**config.mk**
```make
export PLATFORM = sky130hd
export DESIGN_NAME = keyEventHold
export DESIGN_NICKNAME = d
export VERILOG_FILES = /design/src/rtl/keyEventPkg.sv /design/src/rtl/keyEventCtl.sv /design/src/rtl/keyEventData.sv /design/src/rtl/keyEventHold.sv
export SDC_FILE = /design/constraint.sdc
export NUM_CORES = 1
export LEC_CHECK = 0
export BUFFER_PORTS_ARGS = -buffer_cell sky130_fd_sc_hd__buf_2
export CAP_MARGIN = 20
export CORE_ASPECT_RATIO = 1.25
export CORE_MARGIN = 10
export CORE_UTILIZATION = 43
export CTS_CLUSTER_DIAMETER = 120
export DETAILED_ROUTE_END_ITERATION = 6
export HOLD_SLACK_MARGIN = 0.1
export PLACE_DENSITY = 0.71
export REMOVE_ABC_BUFFERS = 1
export SLEW_MARGIN = 40
export SYNTH_ARGS = -nofsm -noshare
export SYNTH_HDL_FRONTEND = slang
export SYNTH_HIERARCHICAL = 1
export SYNTH_SLANG_ARGS = --single-unit
```
**constraint.sdc**
```tcl
create_clock -name clk -period 1.6 [get_ports clk]
set_input_delay 0.16 -clock clk [delete_from_list [all_inputs] [get_ports clk]]
set_output_delay 0.16 -clock clk [all_outputs]
set_load 0.02 [all_outputs]
```
**src/rtl/keyEventPkg.sv**
```systemverilog
package keyEventPkg;
  typedef enum logic [1:0] {
    ST_EMPTY = 2'd0,
    ST_HELD  = 2'd1,
    ST_FINAL = 2'd2
  } holdState_t;

  typedef struct packed {
    logic loadKey;
    logic clearAll;
    logic countEn;
  } ctlStrobes_t;
endpackage

```
**src/rtl/keyEventCtl.sv**
```systemverilog
module keyEventCtl
  import keyEventPkg::*;
(
  input  logic        clk,
  input  logic        rstN,
  input  logic        pressValid,
  input  logic        releaseStb,
  input  logic        tickStb,
  input  logic        readStb,
  output ctlStrobes_t strobes,
  output logic        irqN
);
  holdState_t stateQ, stateD;
  logic irqQ, irqD;

  always_comb begin
    stateD  = stateQ;
    irqD    = irqQ;
    strobes = '0;
    unique case (stateQ)
      ST_EMPTY: begin
        if (pressValid) begin
          strobes.loadKey = 1'b1;
          stateD = ST_HELD;
          irqD   = 1'b0;
        end
      end
      ST_HELD: begin
        strobes.countEn = tickStb;
        if (pressValid || releaseStb) begin
          stateD = ST_FINAL;
          irqD   = 1'b0;
        end else if (readStb) begin
          irqD = 1'b1;
        end
      end
      ST_FINAL: begin
        if (readStb) begin
          strobes.clearAll = 1'b1;
          if (pressValid) begin
            strobes.loadKey = 1'b1;
            stateD = ST_HELD;
            irqD   = 1'b0;
          end else begin
            stateD = ST_EMPTY;
            irqD   = 1'b1;
          end
        end
      end
      default: begin
        stateD = ST_EMPTY;
        irqD   = 1'b1;
      end
    endcase
  end

  always_ff @(posedge clk or negedge rstN) begin
    if (!rstN) begin
      stateQ <= ST_EMPTY;
      irqQ   <= 1'b1;
    end else begin
      stateQ <= stateD;
      irqQ   <= irqD;
    end
  end

  assign irqN = irqQ;

  // first press pulls the interrupt
  a_r1_press_irq: assert property (@(posedge clk) disable iff (!rstN)
    (stateQ == ST_EMPTY && pressValid) |=> !irqN);
  // a read with no end-of-press event releases the interrupt
  a_r3_read_release: assert property (@(posedge clk) disable iff (!rstN)
    (stateQ == ST_HELD && readStb && !pressValid && !releaseStb) |=> irqN);
  // end of press pulls the interrupt
  a_r4_end_irq: assert property (@(posedge clk) disable iff (!rstN)
    (stateQ == ST_HELD && (pressValid || releaseStb)) |=> !irqN);
  // nothing stored means interrupt idle
  a_r8_empty_idle: assert property (@(posedge clk) disable iff (!rstN)
    (stateQ == ST_EMPTY) |-> irqN);
endmodule

```
**src/rtl/keyEventData.sv**
```systemverilog
module keyEventData
  import keyEventPkg::*;
#(
  parameter int KEY_W = 8,
  parameter int DUR_W = 7
) (
  input  logic             clk,
  input  logic             rstN,
  input  ctlStrobes_t      strobes,
  input  logic [KEY_W-1:0] pressKey,
  output logic [KEY_W-1:0] keyTypeOut,
  output logic [DUR_W:0]   durationOut
);
  localparam logic [DUR_W-1:0] CNT_MAX = {DUR_W{1'b1}};

  logic [KEY_W-1:0] keyQ;
  logic [DUR_W-1:0] cntQ;
  logic             ovfQ;

  always_ff @(posedge clk or negedge rstN) begin
    if (!rstN) begin
      keyQ <= '0;
      cntQ <= '0;
      ovfQ <= 1'b0;
    end else if (strobes.loadKey) begin
      keyQ <= pressKey;
      cntQ <= '0;
      ovfQ <= 1'b0;
    end else if (strobes.clearAll) begin
      keyQ <= '0;
      cntQ <= '0;
      ovfQ <= 1'b0;
    end else if (strobes.countEn) begin
      if (cntQ == CNT_MAX) ovfQ <= 1'b1;
      else                 cntQ <= cntQ + 1'b1;
    end
  end

  assign keyTypeOut  = keyQ;
  assign durationOut = {ovfQ, cntQ};

  // saturated count holds
  a_r7_saturate: assert property (@(posedge clk) disable iff (!rstN)
    (cntQ == CNT_MAX && !strobes.loadKey && !strobes.clearAll) |=> (cntQ == CNT_MAX));
  // overflow flag is sticky within an event
  a_r7_flag_sticky: assert property (@(posedge clk) disable iff (!rstN)
    (ovfQ && !strobes.loadKey && !strobes.clearAll) |=> ovfQ);
  // clearing read empties the register
  a_r5_clear_zero: assert property (@(posedge clk) disable iff (!rstN)
    (strobes.clearAll && !strobes.loadKey) |=> (keyQ == '0 && cntQ == '0 && !ovfQ));
  // count frozen outside a held press
  a_r4_frozen: assert property (@(posedge clk) disable iff (!rstN)
    (!strobes.countEn && !strobes.loadKey && !strobes.clearAll) |=> $stable(cntQ));
endmodule

```
**src/rtl/keyEventHold.sv**
```systemverilog
module keyEventHold
  import keyEventPkg::*;
#(
  parameter int KEY_W = 8,
  parameter int DUR_W = 7
) (
  input  logic             clk,
  input  logic             rstN,
  input  logic             pressValid,
  input  logic [KEY_W-1:0] pressKey,
  input  logic             releaseStb,
  input  logic             tickStb,
  input  logic             readStb,
  output logic [KEY_W-1:0] keyTypeOut,
  output logic [DUR_W:0]   durationOut,
  output logic             irqN
);
  ctlStrobes_t strobes;

  keyEventCtl u_ctl (
    .clk        (clk),
    .rstN       (rstN),
    .pressValid (pressValid),
    .releaseStb (releaseStb),
    .tickStb    (tickStb),
    .readStb    (readStb),
    .strobes    (strobes),
    .irqN       (irqN)
  );

  keyEventData #(.KEY_W(KEY_W), .DUR_W(DUR_W)) u_data (
    .clk         (clk),
    .rstN        (rstN),
    .strobes     (strobes),
    .pressKey    (pressKey),
    .keyTypeOut  (keyTypeOut),
    .durationOut (durationOut)
  );
endmodule

```
==> results <==
- The static leakage is 0.666 nW.
- The tree built by TritonCTS fans out to 19 sinks.
- The initial core utilization is 44.4%.
- The worst setup slack after layout is 0.0598 ns.
- The worst vdd rail ir drop is 957 uV.
- The time the final worst path needs with I/O delays and setup is 1.54 ns.
- STA puts the critical path data arrival time at 1.73 ns.
- The instance count on the critical path is 5.
- The sum of net half-perimeters after detailed placement is 1660 um.
- The total via count after detailed routing is 822.
- The power density over the cells is 1210 mW/mm^2.
- TritonCTS created 3 clock buffers.
- The number of top-level pins is 31.
- The number of warnings reported in the yosys synthesis log is 6.
- The netlist uses 31 different library cells.
- Dividing the detail-routed wire length by the instance count gives 15.4 um.
- TritonCTS built the clock tree.
- The endpoint identified for the worst register-to-register timing path is u_data/cntQ[5].
- The maximum clock rate is 649 MHz.
- The number of antenna diodes in the final layout is 0.
- The async set-reset flop share out of synthesis is 100%.
- The number of hold violations in the final report is 0.
- The via count of the first global-routing pass was 867.
- The tightest min-delay check is of the in -> async type.
- In this run the tool buffered the top-level ports with 30 buffer cells.
- The total global routing overflow is 0.
- After the first detailed-routing iteration, the DRC count stood at 22.
- Measured along the y axis, the die boundary spans 70.3 um.
- Summed over all layers, the routed wires come to 2370 um.
- Leaving out fill and tap cells, the most frequent cell in the layout is sky130_fd_sc_hd__buf_2.
- The final number of setup-violating endpoints is 0.
- Combinational logic burns 42.0% of the power.
- The buffer and inverter count on the worst path is 0.
- The routed via count divided by cell count is 5.34.
- The final net count is 150.
- The final-report max-slew violation count is 0.
- Yosys mapped a number of flops with a built-in enable equal to 0.
- The initialized floorplan defines 18 standard-cell rows.
- Between clock sinks in the finished design, the worst skew comes to 0.00370 ns.
- The flow ran to the end, and the final reports show no timing, DRC or antenna violations.
- The top cell types in the final layout, fill and taps aside, are sky130_fd_sc_hd__buf_2 (30), sky130_fd_sc_hd__dfrtp_1 (18), sky130_fd_sc_hd__dlygate4sd3_1 (12), sky130_fd_sc_hd__buf_4 (12), sky130_fd_sc_hd__a22o_1 (8).
- The area of the core is 0.00196 sq mm.
- The pre-CTS worst setup slack is 0.0518 ns.
- Registers are responsible for 42.4% of the overall power.
- Among all stages on the critical path, the largest delay is contributed by sky130_fd_sc_hd__dfrtp_1.
- The clock insertion delay at the later pin of the skew report is 0.29 ns.
- The type of the worst setup path is reg -> reg.
- The portion of total power attributed to the clock network is 15.6%.
- The critical path's largest stage delay is 0.41 ns.
- For the pin with the worst max-slew slack, the measured transition is 0.414 ns.
- The worst register-to-register path has a depth of 5.
- The residual antenna-violating net count after detailed routing is 0.
- In this run the critical register-to-register path is launched from u_ctl/stateQ[1].
- The first TritonRoute pass finished after 4 iterations.
- Counting tap cells, the placed design contains a total of 138 instances.
- The normalized max-slew margin is 72.4%.
- Counting along the longest clock path gives a buffer depth of 2.
- The net load switching power is 0.560 mW.
- The placer congestion estimate is 0.862.
- The number of antenna violations at the first check in global routing is 0.
- STA classifies the critical path endpoint as a register.
- The number of H-tree branching levels is 1.
- Entering global routing, the biggest net connects 20 pins.
- The maximum fanout count along the critical path is 4.
- Each instance of the synthesized netlist takes up on average 10.8 sq um.
- For this run, the leading register cell type out of synthesis is sky130_fd_sc_hd__dfrtp_1.
- The width of the die is 60.3 um.
- The area added between synthesis and finish is 45.3%.
- Broken down by cell family, the worst path's largest delay share belongs to simple AND/OR/NAND/NOR gates.
- The number of remaining DRC errors is 0.
- The buffers inserted during post-CTS setup optimization is 0.
- Sequential elements use 54.7% of the synthesized area.
- The internal power summed over all cells is 0.975 mW.
- The worst endpoint required time is 1.79 ns.
- The max-cap check violation count is 0.
- The net switching share of the total power is 36.5%.
- The worst register-to-register path has a setup slack of 0.06 ns.
- The number of synthesized register bits is 19.
- The signal on the critical path passes through nor2b_2 -> and2_4 -> nand4_1 -> or4_1 -> and3_1.
- The clock root buffer is sky130_fd_sc_hd__clkbuf_4.
- Counting every instance in the synthesized netlist gives 81.
- Clock-pin slew was measured on the worst setup and hold paths at 0.11 ns.
- The overall track demand over capacity in global routing is 11.7%.
- The share of final-layout standard cells stronger than drive strength 1 is 38.1%.
- The element type at the critical path start is a register.
- Once layout is complete, the cells apart from fillers number 154.
- The mapped netlist covers 871 sq um.
- The global-route wire length before repair is 4000 um.
- Hold timing on the final database bottoms out at a slack of 0.317 ns.
- The die covers 0.00424 sq mm.
- In the finished design, the share of the clock period the worst path needs comes to 96.3%.
[worst max-delay path by stage]
stage	endpoint	from	slack [ns]
after floorplan	u_data/keyTypeOut[0]	u_ctl/stateQ[1]	-0.51
after global placement	u_data/cntQ[5]	u_ctl/stateQ[1]	0.12
after detailed placement	u_data/cntQ[5]	u_ctl/stateQ[1]	0.05
after CTS	u_data/cntQ[5]	u_ctl/stateQ[1]	0.03
after global routing	u_data/cntQ[5]	u_ctl/stateQ[1]	-0.03
final	u_data/cntQ[5]	u_ctl/stateQ[1]	0.06
[power by group through the flow]
stage               registers [mW]  logic [mW]  clock network, mW
floorplan                    0.797       0.201                  0
global placement             0.654       0.606                  0
detailed placement           0.660       0.619                  0
CTS                          0.649       0.647              0.250
global route                 0.667       0.708              0.270
finish                       0.651       0.645              0.240
[final cells by class]
cell class	count	area, sq um
timing repair buffer	54	360
inverter	3	11.3
fill	165	694
clock buffer	3	22.5
tap	20	25.0
clock inverter	1	5.00
sequential	19	477
multi-input combinational	54	364
[metrics by stage]
stage	TNS, ns	power, mW	util [%]	area [sq um]
finish	0	1.54	64.6	1260
global placement	0	1.26	56.7	1110
floorplan	-6.41	0.998	-	846
CTS	0	1.55	64.2	1260
detailed placement	0	1.28	56.7	1110
global route	-0.0335	1.65	64.6	1260
[registers in the layout, summed over array words and instances (netlist names)]
name	count
u_data/keyTypeOut	8
u_ctl/stateQ	2
u_data/ovfQ	1
u_data/cntQ	7
u_ctl/irqN	1
[Yosys cell counts, types with 2 or more instances]
master	instances	area, sq um
sky130_fd_sc_hd__a21oi_1	4	20.0
sky130_fd_sc_hd__a22o_1	8	70.1
sky130_fd_sc_hd__and3_1	3	18.8
sky130_fd_sc_hd__clkbuf_1	2	7.51
sky130_fd_sc_hd__dfrtp_1	18	450
sky130_fd_sc_hd__inv_1	3	11.3
sky130_fd_sc_hd__mux2i_1	3	30.0
sky130_fd_sc_hd__nand2_1	7	26.3
sky130_fd_sc_hd__nand4_1	2	12.5
sky130_fd_sc_hd__nor2_1	4	15.0
sky130_fd_sc_hd__nor3_1	2	10.0
sky130_fd_sc_hd__o21ai_0	5	25.0
sky130_fd_sc_hd__or3_1	2	12.5
[repair_timing]
| item | CTS | global route |
|---|---|---|
| hold endpoints to repair | 28 | 0 |
| endpoints found under the setup margin | 0 | 2 |
| gates resized for setup | 0 | 3 |
| hold buffers | 12 | 0 |
[worst reg2reg max path: stages, from the launching register on]
cell	delay, ns
sky130_fd_sc_hd__dfrtp_1	0.41
sky130_fd_sc_hd__nor2b_2	0.15
sky130_fd_sc_hd__and2_4	0.16
sky130_fd_sc_hd__nand4_1	0.12
sky130_fd_sc_hd__or4_1	0.40
sky130_fd_sc_hd__and3_1	0.19
[kinds of logic after synthesis]
kind of cell / Yosys count / share of synthesized area [%]
DFF: 19 / 54.7
AOI/OAI and AO/OA: 23 / 19.3
muxes: 3 / 3.45
buffers and inverters: 8 / 4.17
and+or+nand+nor: 26 / 15.8
adders and majority gates: 2 / 2.59
[per-layer routing]
metal / global-route usage, % / wire length, um / part of all wire, % / vias up
met5: 0 / 0 / 0 / -
met4: 5.25 / 61 / 2.6 / 0
met3: 3.07 / 149 / 6.3 / 8
met2: 19.3 / 1250 / 53 / 21
met1: 13.3 / 914 / 39 / 393
li1: - / - / - / 400
Power figures use the tool's default switching activity.
